$ cat src/rtl/nec_ir_pkg.sv
`timescale 1ns/1ps
package nec_ir_pkg;

    typedef enum logic [2:0] {
        ST_IDLE,
        ST_PRELOAD,
        ST_USERCODE,
        ST_GETDATA,
        ST_SEQUENCE
    } dec_state_e;

    typedef enum logic [1:0] {
        SQ_TAIL,
        SQ_GAP,
        SQ_LEAD,
        SQ_SPACE
    } seq_phase_e;

    localparam int NUM_WIN = 8;

    // MSB first; the classifier fills hit_vec[7] .. hit_vec[0] in this order
    typedef struct packed {
        logic lead_low;
        logic frame_space;
        logic rpt_space;
        logic bit_low;
        logic bit0_high;
        logic bit1_high;
        logic gap_first;
        logic gap_later;
    } win_hits_t;

    function automatic int unsigned umax(input int unsigned a, input int unsigned b);
        return (a > b) ? a : b;
    endfunction

endpackage

$ cat src/rtl/nec_pulse_timer.sv
`timescale 1ns/1ps
module nec_pulse_timer #(
    parameter int CNT_W = 17
) (
    input  logic             clk,
    input  logic             rst,
    input  logic             tick,
    input  logic             ir_n,
    output logic             pulse_done,
    output logic             pulse_level,
    output logic [CNT_W-1:0] pulse_width,
    output logic [CNT_W-1:0] run_count
);

    logic             lvl_q;
    logic [CNT_W-1:0] cnt_q;
    logic             edge_det;

    assign edge_det  = (ir_n != lvl_q);
    assign run_count = cnt_q;

    always_ff @(posedge clk) begin
        if (rst) begin
            lvl_q       <= 1'b1;
            cnt_q       <= '0;
            pulse_done  <= 1'b0;
            pulse_level <= 1'b1;
            pulse_width <= '0;
        end else begin
            pulse_done <= edge_det;
            if (edge_det) begin
                pulse_level <= lvl_q;
                pulse_width <= cnt_q;
                lvl_q       <= ir_n;
                cnt_q       <= tick ? CNT_W'(1) : '0;
            end else if (tick && (cnt_q != '1)) begin
                cnt_q <= cnt_q + CNT_W'(1);
            end
        end
    end

    AST_DONE_FLIPS: assert property (@(posedge clk) disable iff (rst)
        pulse_done |-> (pulse_level != lvl_q));

    AST_COUNT_SATURATES: assert property (@(posedge clk) disable iff (rst)
        ((cnt_q == '1) && !edge_det) |=> (cnt_q == '1));

    AST_NO_COUNT_WITHOUT_TICK: assert property (@(posedge clk) disable iff (rst)
        (!tick && !edge_det) |=> $stable(cnt_q));

endmodule

$ cat src/rtl/nec_window_classifier.sv
`timescale 1ns/1ps
module nec_window_classifier
    import nec_ir_pkg::*;
#(
    parameter int CNT_W            = 17,
    parameter int unsigned LEAD_LOW_MIN    = 8000,
    parameter int unsigned LEAD_LOW_MAX    = 10000,
    parameter int unsigned FRAME_SPACE_MIN = 4000,
    parameter int unsigned FRAME_SPACE_MAX = 5000,
    parameter int unsigned RPT_SPACE_MIN   = 2000,
    parameter int unsigned RPT_SPACE_MAX   = 2500,
    parameter int unsigned BIT_LOW_MIN     = 390,
    parameter int unsigned BIT_LOW_MAX     = 730,
    parameter int unsigned BIT0_HIGH_MIN   = 390,
    parameter int unsigned BIT0_HIGH_MAX   = 730,
    parameter int unsigned BIT1_HIGH_MIN   = 1300,
    parameter int unsigned BIT1_HIGH_MAX   = 2000,
    parameter int unsigned GAP_FIRST_MIN   = 95000,
    parameter int unsigned GAP_FIRST_MAX   = 98000,
    parameter int unsigned GAP_LATER_MIN   = 30000,
    parameter int unsigned GAP_LATER_MAX   = 55000
) (
    input  logic [CNT_W-1:0] width,
    output win_hits_t        hits
);

    localparam logic [31:0] WIN_LO [NUM_WIN] = '{
        32'(GAP_LATER_MIN), 32'(GAP_FIRST_MIN), 32'(BIT1_HIGH_MIN), 32'(BIT0_HIGH_MIN),
        32'(BIT_LOW_MIN), 32'(RPT_SPACE_MIN), 32'(FRAME_SPACE_MIN), 32'(LEAD_LOW_MIN)};
    localparam logic [31:0] WIN_HI [NUM_WIN] = '{
        32'(GAP_LATER_MAX), 32'(GAP_FIRST_MAX), 32'(BIT1_HIGH_MAX), 32'(BIT0_HIGH_MAX),
        32'(BIT_LOW_MAX), 32'(RPT_SPACE_MAX), 32'(FRAME_SPACE_MAX), 32'(LEAD_LOW_MAX)};

    logic [31:0]        width_ext;
    logic [NUM_WIN-1:0] hit_vec;

    assign width_ext = {{(32-CNT_W){1'b0}}, width};

    for (genvar i = 0; i < NUM_WIN; i++) begin : g_win
        assign hit_vec[i] = (width_ext >= WIN_LO[i]) && (width_ext <= WIN_HI[i]);
    end

    assign hits = win_hits_t'(hit_vec);

endmodule

$ cat src/rtl/nec_frame_fsm.sv
`timescale 1ns/1ps
module nec_frame_fsm
    import nec_ir_pkg::*;
#(
    parameter int CNT_W                 = 17,
    parameter int USER_BITS             = 16,
    parameter int CMD_BITS              = 8,
    parameter int unsigned LEAD_LOW_MAX  = 10000,
    parameter int unsigned GAP_FIRST_MAX = 98000,
    parameter int unsigned GAP_LATER_MAX = 55000
) (
    input  logic                 clk,
    input  logic                 rst,
    input  logic                 pulse_done,
    input  logic                 pulse_level,
    input  win_hits_t            hits,
    input  logic [CNT_W-1:0]     run_count,
    output logic [USER_BITS-1:0] user_code,
    output logic [CMD_BITS-1:0]  command,
    output logic                 frame_valid,
    output logic                 repeat_valid
);

    localparam int FRAME_BITS = USER_BITS + 2 * CMD_BITS;
    localparam int BC_W       = $clog2(FRAME_BITS + 1);

    dec_state_e              state;
    seq_phase_e              seq;
    logic                    want_high;
    logic                    first_gap;
    logic [BC_W-1:0]         bit_cnt;
    logic [FRAME_BITS-1:0]   shift_q;
    logic [FRAME_BITS-1:0]   shift_nx;
    logic [CMD_BITS-1:0]     nx_cmd;
    logic [CMD_BITS-1:0]     nx_inv;
    logic                    check_ok;
    logic                    last_bit;
    logic [31:0]             limit;
    logic                    timeout;
    logic                    gap_ok;

    assign shift_nx = {hits.bit1_high, shift_q[FRAME_BITS-1:1]};
    assign nx_cmd   = shift_nx[USER_BITS +: CMD_BITS];
    assign nx_inv   = shift_nx[USER_BITS+CMD_BITS +: CMD_BITS];
    assign check_ok = (nx_cmd == ~nx_inv);
    assign last_bit = (bit_cnt == BC_W'(FRAME_BITS - 1));
    assign gap_ok   = first_gap ? hits.gap_first : hits.gap_later;

    always_comb begin
        if ((state == ST_SEQUENCE) && (seq == SQ_GAP))
            limit = first_gap ? 32'(GAP_FIRST_MAX) : 32'(GAP_LATER_MAX);
        else
            limit = 32'(LEAD_LOW_MAX);
        timeout = (state != ST_IDLE) && ({{(32-CNT_W){1'b0}}, run_count} > limit);
    end

    always_ff @(posedge clk) begin
        if (rst) begin
            state        <= ST_IDLE;
            seq          <= SQ_TAIL;
            want_high    <= 1'b0;
            first_gap    <= 1'b0;
            bit_cnt      <= '0;
            shift_q      <= '0;
            user_code    <= '0;
            command      <= '0;
            frame_valid  <= 1'b0;
            repeat_valid <= 1'b0;
        end else begin
            frame_valid  <= 1'b0;
            repeat_valid <= 1'b0;
            if (timeout) begin
                state <= ST_IDLE;
            end else if (pulse_done) begin
                case (state)
                    ST_IDLE: begin
                        if (!pulse_level && hits.lead_low)
                            state <= ST_PRELOAD;
                    end
                    ST_PRELOAD: begin
                        if (pulse_level && hits.frame_space) begin
                            state     <= ST_USERCODE;
                            bit_cnt   <= '0;
                            want_high <= 1'b0;
                        end else begin
                            state <= ST_IDLE;
                        end
                    end
                    ST_USERCODE, ST_GETDATA: begin
                        if (!want_high) begin
                            if (!pulse_level && hits.bit_low)
                                want_high <= 1'b1;
                            else
                                state <= ST_IDLE;
                        end else if (pulse_level && (hits.bit0_high || hits.bit1_high)) begin
                            shift_q   <= shift_nx;
                            bit_cnt   <= bit_cnt + BC_W'(1);
                            want_high <= 1'b0;
                            if (last_bit) begin
                                if (check_ok) begin
                                    user_code   <= shift_nx[USER_BITS-1:0];
                                    command     <= nx_cmd;
                                    frame_valid <= 1'b1;
                                    state       <= ST_SEQUENCE;
                                    seq         <= SQ_TAIL;
                                    first_gap   <= 1'b1;
                                end else begin
                                    state <= ST_IDLE;
                                end
                            end else if (bit_cnt == BC_W'(USER_BITS - 1)) begin
                                state <= ST_GETDATA;
                            end
                        end else begin
                            state <= ST_IDLE;
                        end
                    end
                    ST_SEQUENCE: begin
                        case (seq)
                            SQ_TAIL: begin
                                if (!pulse_level && hits.bit_low) seq <= SQ_GAP;
                                else state <= ST_IDLE;
                            end
                            SQ_GAP: begin
                                if (pulse_level && gap_ok) seq <= SQ_LEAD;
                                else state <= ST_IDLE;
                            end
                            SQ_LEAD: begin
                                if (!pulse_level && hits.lead_low) seq <= SQ_SPACE;
                                else state <= ST_IDLE;
                            end
                            default: begin
                                if (pulse_level && hits.rpt_space) begin
                                    repeat_valid <= 1'b1;
                                    first_gap    <= 1'b0;
                                    seq          <= SQ_TAIL;
                                end else if (pulse_level && hits.frame_space) begin
                                    state     <= ST_USERCODE;
                                    bit_cnt   <= '0;
                                    want_high <= 1'b0;
                                end else begin
                                    state <= ST_IDLE;
                                end
                            end
                        endcase
                    end
                    default: state <= ST_IDLE;
                endcase
            end
        end
    end

    AST_STROBES_EXCLUSIVE: assert property (@(posedge clk) disable iff (rst)
        $onehot0({frame_valid, repeat_valid}));

    AST_FRAME_ONE_CYCLE: assert property (@(posedge clk) disable iff (rst)
        frame_valid |=> !frame_valid);

    AST_REPEAT_ONE_CYCLE: assert property (@(posedge clk) disable iff (rst)
        repeat_valid |=> !repeat_valid);

    AST_CODE_ONLY_ON_FRAME: assert property (@(posedge clk) disable iff (rst)
        ((user_code != $past(user_code)) || (command != $past(command))) |-> frame_valid);

    AST_REPEAT_KEEPS_CODE: assert property (@(posedge clk) disable iff (rst)
        repeat_valid |-> ($stable(user_code) && $stable(command)));

    AST_FRAME_COMPLEMENT_SEEN: assert property (@(posedge clk) disable iff (rst)
        frame_valid |-> (state == ST_SEQUENCE));

endmodule

$ cat src/rtl/nec_ir_decoder.sv
`timescale 1ns/1ps
module nec_ir_decoder
    import nec_ir_pkg::*;
#(
    parameter int USER_BITS                 = 16,
    parameter int CMD_BITS                  = 8,
    parameter int unsigned LEAD_LOW_MIN     = 8000,
    parameter int unsigned LEAD_LOW_MAX     = 10000,
    parameter int unsigned FRAME_SPACE_MIN  = 4000,
    parameter int unsigned FRAME_SPACE_MAX  = 5000,
    parameter int unsigned RPT_SPACE_MIN    = 2000,
    parameter int unsigned RPT_SPACE_MAX    = 2500,
    parameter int unsigned BIT_LOW_MIN      = 390,
    parameter int unsigned BIT_LOW_MAX      = 730,
    parameter int unsigned BIT0_HIGH_MIN    = 390,
    parameter int unsigned BIT0_HIGH_MAX    = 730,
    parameter int unsigned BIT1_HIGH_MIN    = 1300,
    parameter int unsigned BIT1_HIGH_MAX    = 2000,
    parameter int unsigned GAP_FIRST_MIN    = 95000,
    parameter int unsigned GAP_FIRST_MAX    = 98000,
    parameter int unsigned GAP_LATER_MIN    = 30000,
    parameter int unsigned GAP_LATER_MAX    = 55000
) (
    input  logic                 clk,
    input  logic                 rst,
    input  logic                 tick_1us,
    input  logic                 ir_rx_n,
    output logic [USER_BITS-1:0] user_code,
    output logic [CMD_BITS-1:0]  command,
    output logic                 frame_valid,
    output logic                 repeat_valid
);

    localparam int unsigned LONGEST =
        umax(umax(GAP_FIRST_MAX, GAP_LATER_MAX), umax(LEAD_LOW_MAX, FRAME_SPACE_MAX));
    localparam int CNT_W = $clog2(LONGEST + 2);

    logic             pulse_done;
    logic             pulse_level;
    logic [CNT_W-1:0] pulse_width;
    logic [CNT_W-1:0] run_count;
    win_hits_t        hits;

    nec_pulse_timer #(.CNT_W(CNT_W)) u_timer (
        .clk         (clk),
        .rst         (rst),
        .tick        (tick_1us),
        .ir_n        (ir_rx_n),
        .pulse_done  (pulse_done),
        .pulse_level (pulse_level),
        .pulse_width (pulse_width),
        .run_count   (run_count)
    );

    nec_window_classifier #(
        .CNT_W           (CNT_W),
        .LEAD_LOW_MIN    (LEAD_LOW_MIN),
        .LEAD_LOW_MAX    (LEAD_LOW_MAX),
        .FRAME_SPACE_MIN (FRAME_SPACE_MIN),
        .FRAME_SPACE_MAX (FRAME_SPACE_MAX),
        .RPT_SPACE_MIN   (RPT_SPACE_MIN),
        .RPT_SPACE_MAX   (RPT_SPACE_MAX),
        .BIT_LOW_MIN     (BIT_LOW_MIN),
        .BIT_LOW_MAX     (BIT_LOW_MAX),
        .BIT0_HIGH_MIN   (BIT0_HIGH_MIN),
        .BIT0_HIGH_MAX   (BIT0_HIGH_MAX),
        .BIT1_HIGH_MIN   (BIT1_HIGH_MIN),
        .BIT1_HIGH_MAX   (BIT1_HIGH_MAX),
        .GAP_FIRST_MIN   (GAP_FIRST_MIN),
        .GAP_FIRST_MAX   (GAP_FIRST_MAX),
        .GAP_LATER_MIN   (GAP_LATER_MIN),
        .GAP_LATER_MAX   (GAP_LATER_MAX)
    ) u_classify (
        .width (pulse_width),
        .hits  (hits)
    );

    nec_frame_fsm #(
        .CNT_W         (CNT_W),
        .USER_BITS     (USER_BITS),
        .CMD_BITS      (CMD_BITS),
        .LEAD_LOW_MAX  (LEAD_LOW_MAX),
        .GAP_FIRST_MAX (GAP_FIRST_MAX),
        .GAP_LATER_MAX (GAP_LATER_MAX)
    ) u_fsm (
        .clk          (clk),
        .rst          (rst),
        .pulse_done   (pulse_done),
        .pulse_level  (pulse_level),
        .hits         (hits),
        .run_count    (run_count),
        .user_code    (user_code),
        .command      (command),
        .frame_valid  (frame_valid),
        .repeat_valid (repeat_valid)
    );

endmodule

$ cat config.mk
export PLATFORM = sky130hd
export DESIGN_NAME = nec_ir_decoder
export DESIGN_NICKNAME = d
export VERILOG_FILES = /design/src/rtl/nec_ir_pkg.sv /design/src/rtl/nec_pulse_timer.sv /design/src/rtl/nec_window_classifier.sv /design/src/rtl/nec_frame_fsm.sv /design/src/rtl/nec_ir_decoder.sv
export SDC_FILE = /design/constraint.sdc
export NUM_CORES = 1
export LEC_CHECK = 0
export BUFFER_PORTS_ARGS = -buffer_cell sky130_fd_sc_hd__buf_2
export CORE_ASPECT_RATIO = 2
export CORE_UTILIZATION = 63
export CTS_BUF_LIST = sky130_fd_sc_hd__clkbuf_8
export DETAILED_ROUTE_END_ITERATION = 6
export PLACE_DENSITY = 0.91
export SLEW_MARGIN = 20
export SYNTH_ARGS = -nofsm -noshare
export SYNTH_HDL_FRONTEND = slang
export SYNTH_SLANG_ARGS = --single-unit
$ cat constraint.sdc
create_clock -name clk -period 3.89 [get_ports clk]
set_input_delay 0.5835 -clock clk [delete_from_list [all_inputs] [get_ports clk]]
set_output_delay 0.5835 -clock clk [all_outputs]
set_load 0.02 [all_outputs]
==> results by group <==
Synthesis
  • Compound-cell area share of the yosys netlist: 0.168
  • Post-synthesis cell type count: 70
  • Leading cell types by total area after synthesis: dfxtp_1, mux2i_1, nor2_1
  • Number of synthesized flops with an enable pin: 0
  • Main flop type after synthesis: dfxtp_1
  • Synth area leader: dfxtp_1
  • Register bit count reported by yosys: between 100 and 150
  • Post-synthesis instance total: 590
  • Sequential-to-total area share from yosys stat: 0.400
  • Area share of fa/ha/maj cells after synthesis: 0.0416
  • Simple logic cell fraction of the synthesized area: 0.199
  • Multiplexer share of the synthesized area: 0.112
  • Share of the synthesized netlist area taken by xor and xnor gates: 0.0327
  • Mean cell area of the mapped netlist: 9.08 um2
  • Post-synth design cell area: ~0.0054 mm2
  • Area share of the largest cell type after synthesis: 0.400
  • Largest family of logic cells by synthesized area: simple AND/OR/NAND/NOR gates
  • Synth async-reset ratio: 0
  • Nets in the synthesized netlist: slightly above 600
  • Syn. warnings: 0

CTS
  • Deepest level of the CTS H-tree: 3
  • Number of clock buffers inserted by TritonCTS: 9
  • Skew-Pair Late Insertion Delay: 0.38 ns
  • Max clock buf depth: 2
  • Clock transition at path regs: 0.11 ns
  • Number of sinks on the clock net: 107
  • CTS root buffer: clkbuf_8
  • Clock tree from TritonCTS: built

Drt
  • Via density: 6.67
  • Via Count: between 4000 and 5000
  • Count of routing violations after the opening detailed-route iteration: 278
  • Total iterations of the first detailed-routing run: 5
  • Post-detailed-route DRC marker count: 0
  • Average detailed-routed wire length per instance: 19.5 um
  • Routed wire length: 13700 um
  • Post-detailed-route count of antenna-violating nets: 0

Global routing
  • GRT Total Usage: 0.331
  • Largest net degree at the start of global routing: between 60 and 70
  • Antenna violations before repair: 0
  • Vias in the first global route: approximately 4600
  • Global-route congestion overflow total: 0
  • First-pass GRT wire length: 22300 um

Timing
  • Slew Viols, Final: 0
  • Total Neg Setup Slack: 0 ns
  • Setup ws final: 0.248 ns
  • Timing-limited maximum frequency: between 0.2 and 0.3 GHz
  • Number of hold-slack violations in the final timing report: 0
  • Final min period: 3.64 ns
  • Relative slew slack: 0.340
  • Setup skew after layout: 0.0178 ns
  • Worst-case hold slack: 0.422 ns
  • Setup violation total in the final timing report: 0
  • Part of the cycle the worst path needs: 0.936
  • Setup repair after global routing missed its margin: no
  • Slew @ Worst Pin: around 0.99 ns

Hold path
  • Hold Path Cell Cnt: 3
  • Start point of the worst hold path: tick_1us
  • Type of the worst min-delay path: in2reg

Floorplan
  • Number of top-level design ports: 30
  • Starting density of the core: 0.650
  • Full die area: 0.00889 mm2
  • Chip width: roughly 67 um
  • Row Count: 47
  • Die outline height: 132 um
  • Core region area: approximately 0.0082 mm2

Job
  • Count of max-cap constraint violations: 0

Power
  • PD cells: roughly 330 mW/mm2
  • Largest voltage drop on the vdd net: 0.000359 V
  • Leakage: 2.60 nW
  • Total power of the final layout: 1.88 mW

Placed design
  • Number of port buffers: 29
  • Number of cells after detailed placement: 688
  • Post-Place Cell Area: 0.00549 mm2
  • GP Congestion: approximately 0.95
  • Worst-case setup slack after placement: ~0.3 ns
  • Half-perimeter wire length after detailed placement: 9660 um

Critical path
  • Crit-path max FO: 10
  • Worst reg2reg path depth: 13
  • Series of cell instances along the critical path: inv_1, ha_1, and4bb_2, nand2b_1, inv_1, ha_1, a21o_1, a21o_1, a211o_1, o31a_1, a311o_1, or3_1, a21oi_1
  • Dominant delay contributor by cell family on the critical path: compound AO/OA/AOI/OAI gates
  • Capturing element type of the critical path: register
  • Data arrival time of the critical path: 3.94 ns
  • Critical path depth: 13
  • Worst setup path start: u_fsm.seq[1]$_SDFFE_PP0P_
  • Crit start category: register
  • Endpoint required time on the critical path: ~4.2 ns
  • Launch point of the worst reg-to-reg path: u_fsm.seq[1]$_SDFFE_PP0P_
  • Slowest-stage cell, CP: a311o_1
  • Worst setup path class: reg2reg
  • Critical path buffer and inverter count: 2
  • Crit-path max cell delay: 0.46 ns

Layout
  • Number of diodes: 0
  • Fraction of layout instances using a drive strength above 1: 0.112
  • Final instance area: 0.00572 mm2
  • Fin util: 0.694
  • Final layout net count: around 620
  • Syn-to-layout area delta: 6.73%
  • Non-Filler Instances: between 700 and 800

Status
  • Result of the run: finished clean
## area by class of cell
cell class | count | area (um2)
Tap cell | 98 | 123
Clock inverter | 5 | 66.3
Multi-Input combinational cell | 429 | 2970
Timing Repair Buffer | 34 | 185
Sequential cell | 107 | 2140
Clock buffer | 11 | 151
Fill cell | 591 | 2520
Inverter | 20 | 75.1
## final timing paths
path,to,slack [ns]
setup / recovery,u_fsm.bit_cnt[1]$_SDFFE_PP0P_,0.25
hold reg to reg,u_fsm.user_code[5]$_SDFFE_PP0P_,0.50
setup reg to reg,u_fsm.bit_cnt[1]$_SDFFE_PP0P_,0.25
hold / removal,u_timer.run_count[0]$_SDFFE_PP0P_,0.42
## tightest hold or removal path, cell delays in order
cell	delay, ns
buf_2	0.09
nand2_1	0.04
o21ai_0	0.06
## per-layer routing
layer | part of all wire | wire [um] | track usage | vias to the layer above
met1 | 0.35 | 4760 | 0.333 | 2226
li1 | - | - | - | 2169
met3 | 0.044 | 604 | 0.0631 | 81
met5 | 0 | 0 | 0 | -
met4 | 0.069 | 940 | 0.239 | 0
met2 | 0.54 | 7400 | 0.574 | 219
## flip-flops by register name, summed over array words and instances, names as in the netlist
name                 flops
u_timer.lvl_q            1
u_fsm.frame_valid        1
u_fsm.bit_cnt            6
u_fsm.want_high          1
u_fsm.state              3
u_fsm.first_gap          1
u_timer.pulse_level      1
u_timer.pulse_done       1
u_fsm.user_code         16
u_fsm.shift_q           31
u_timer.pulse_width     17
u_fsm.repeat_valid       1
u_timer.run_count       17
u_fsm.command            8
u_fsm.seq                2
## cells by family after synthesis
family                   after synthesis
flip-flops                           107
AND/OR/NAND/NOR                      209
XOR/XNOR                              20
AO/OA/AOI/OAI                        122
adder cells (fa/ha/maj)               18
multiplexers                          60
buffers and inverters                 54
## Yosys cell counts, types with 3 or more instances
library cell / n
a211o_1: 3
a211oi_1: 6
a21o_1: 5
a21oi_1: 22
a22o_1: 13
a31oi_1: 5
and2_1: 4
and3_1: 3
buf_2: 9
buf_6: 4
clkbuf_1: 19
dfxtp_1: 107
ha_1: 17
inv_1: 19
mux2i_1: 60
nand2_1: 32
nand2b_1: 4
nand3_1: 14
nand4_1: 11
nand4b_1: 5
nor2_1: 84
nor2b_1: 5
nor3_1: 7
nor4_1: 8
o211a_1: 8
o211ai_1: 3
o21ai_0: 24
o31ai_1: 7
or3_1: 10
or4_1: 5
xnor2_1: 9
xor2_1: 11
## report_power, final
part           total (mW)  internal (mW)  leakage [nW]  switching (mW)
Combinational      0.0485         0.0123          1.63          0.0362
Sequential           1.11           1.10         0.862         0.00731
Clock               0.729          0.342         0.108           0.387
## placed cells by master (no fill, tap or decap), types with 9 or more instances in the layout
cell        n
a21oi_1    22
or3_1      10
inv_1      19
clkbuf_8   11
xor2_1     11
a22o_1     13
dfxtp_1   107
xnor2_1     9
o21ai_0    24
nand4_1    11
nand3_1    14
ha_1       17
mux2i_1    60
nand2_1    32
buf_2      28
nor2_1     83
## timing repair
action                                  in CTS  in global routing
endpoints found under the setup margin       0                  1
resized for setup                            0                  1
hold buffers                                 0                  0
endpoints found under the hold margin        0                  0
buffers inserted                             0                  0
(Power assumes the default switching activity.)
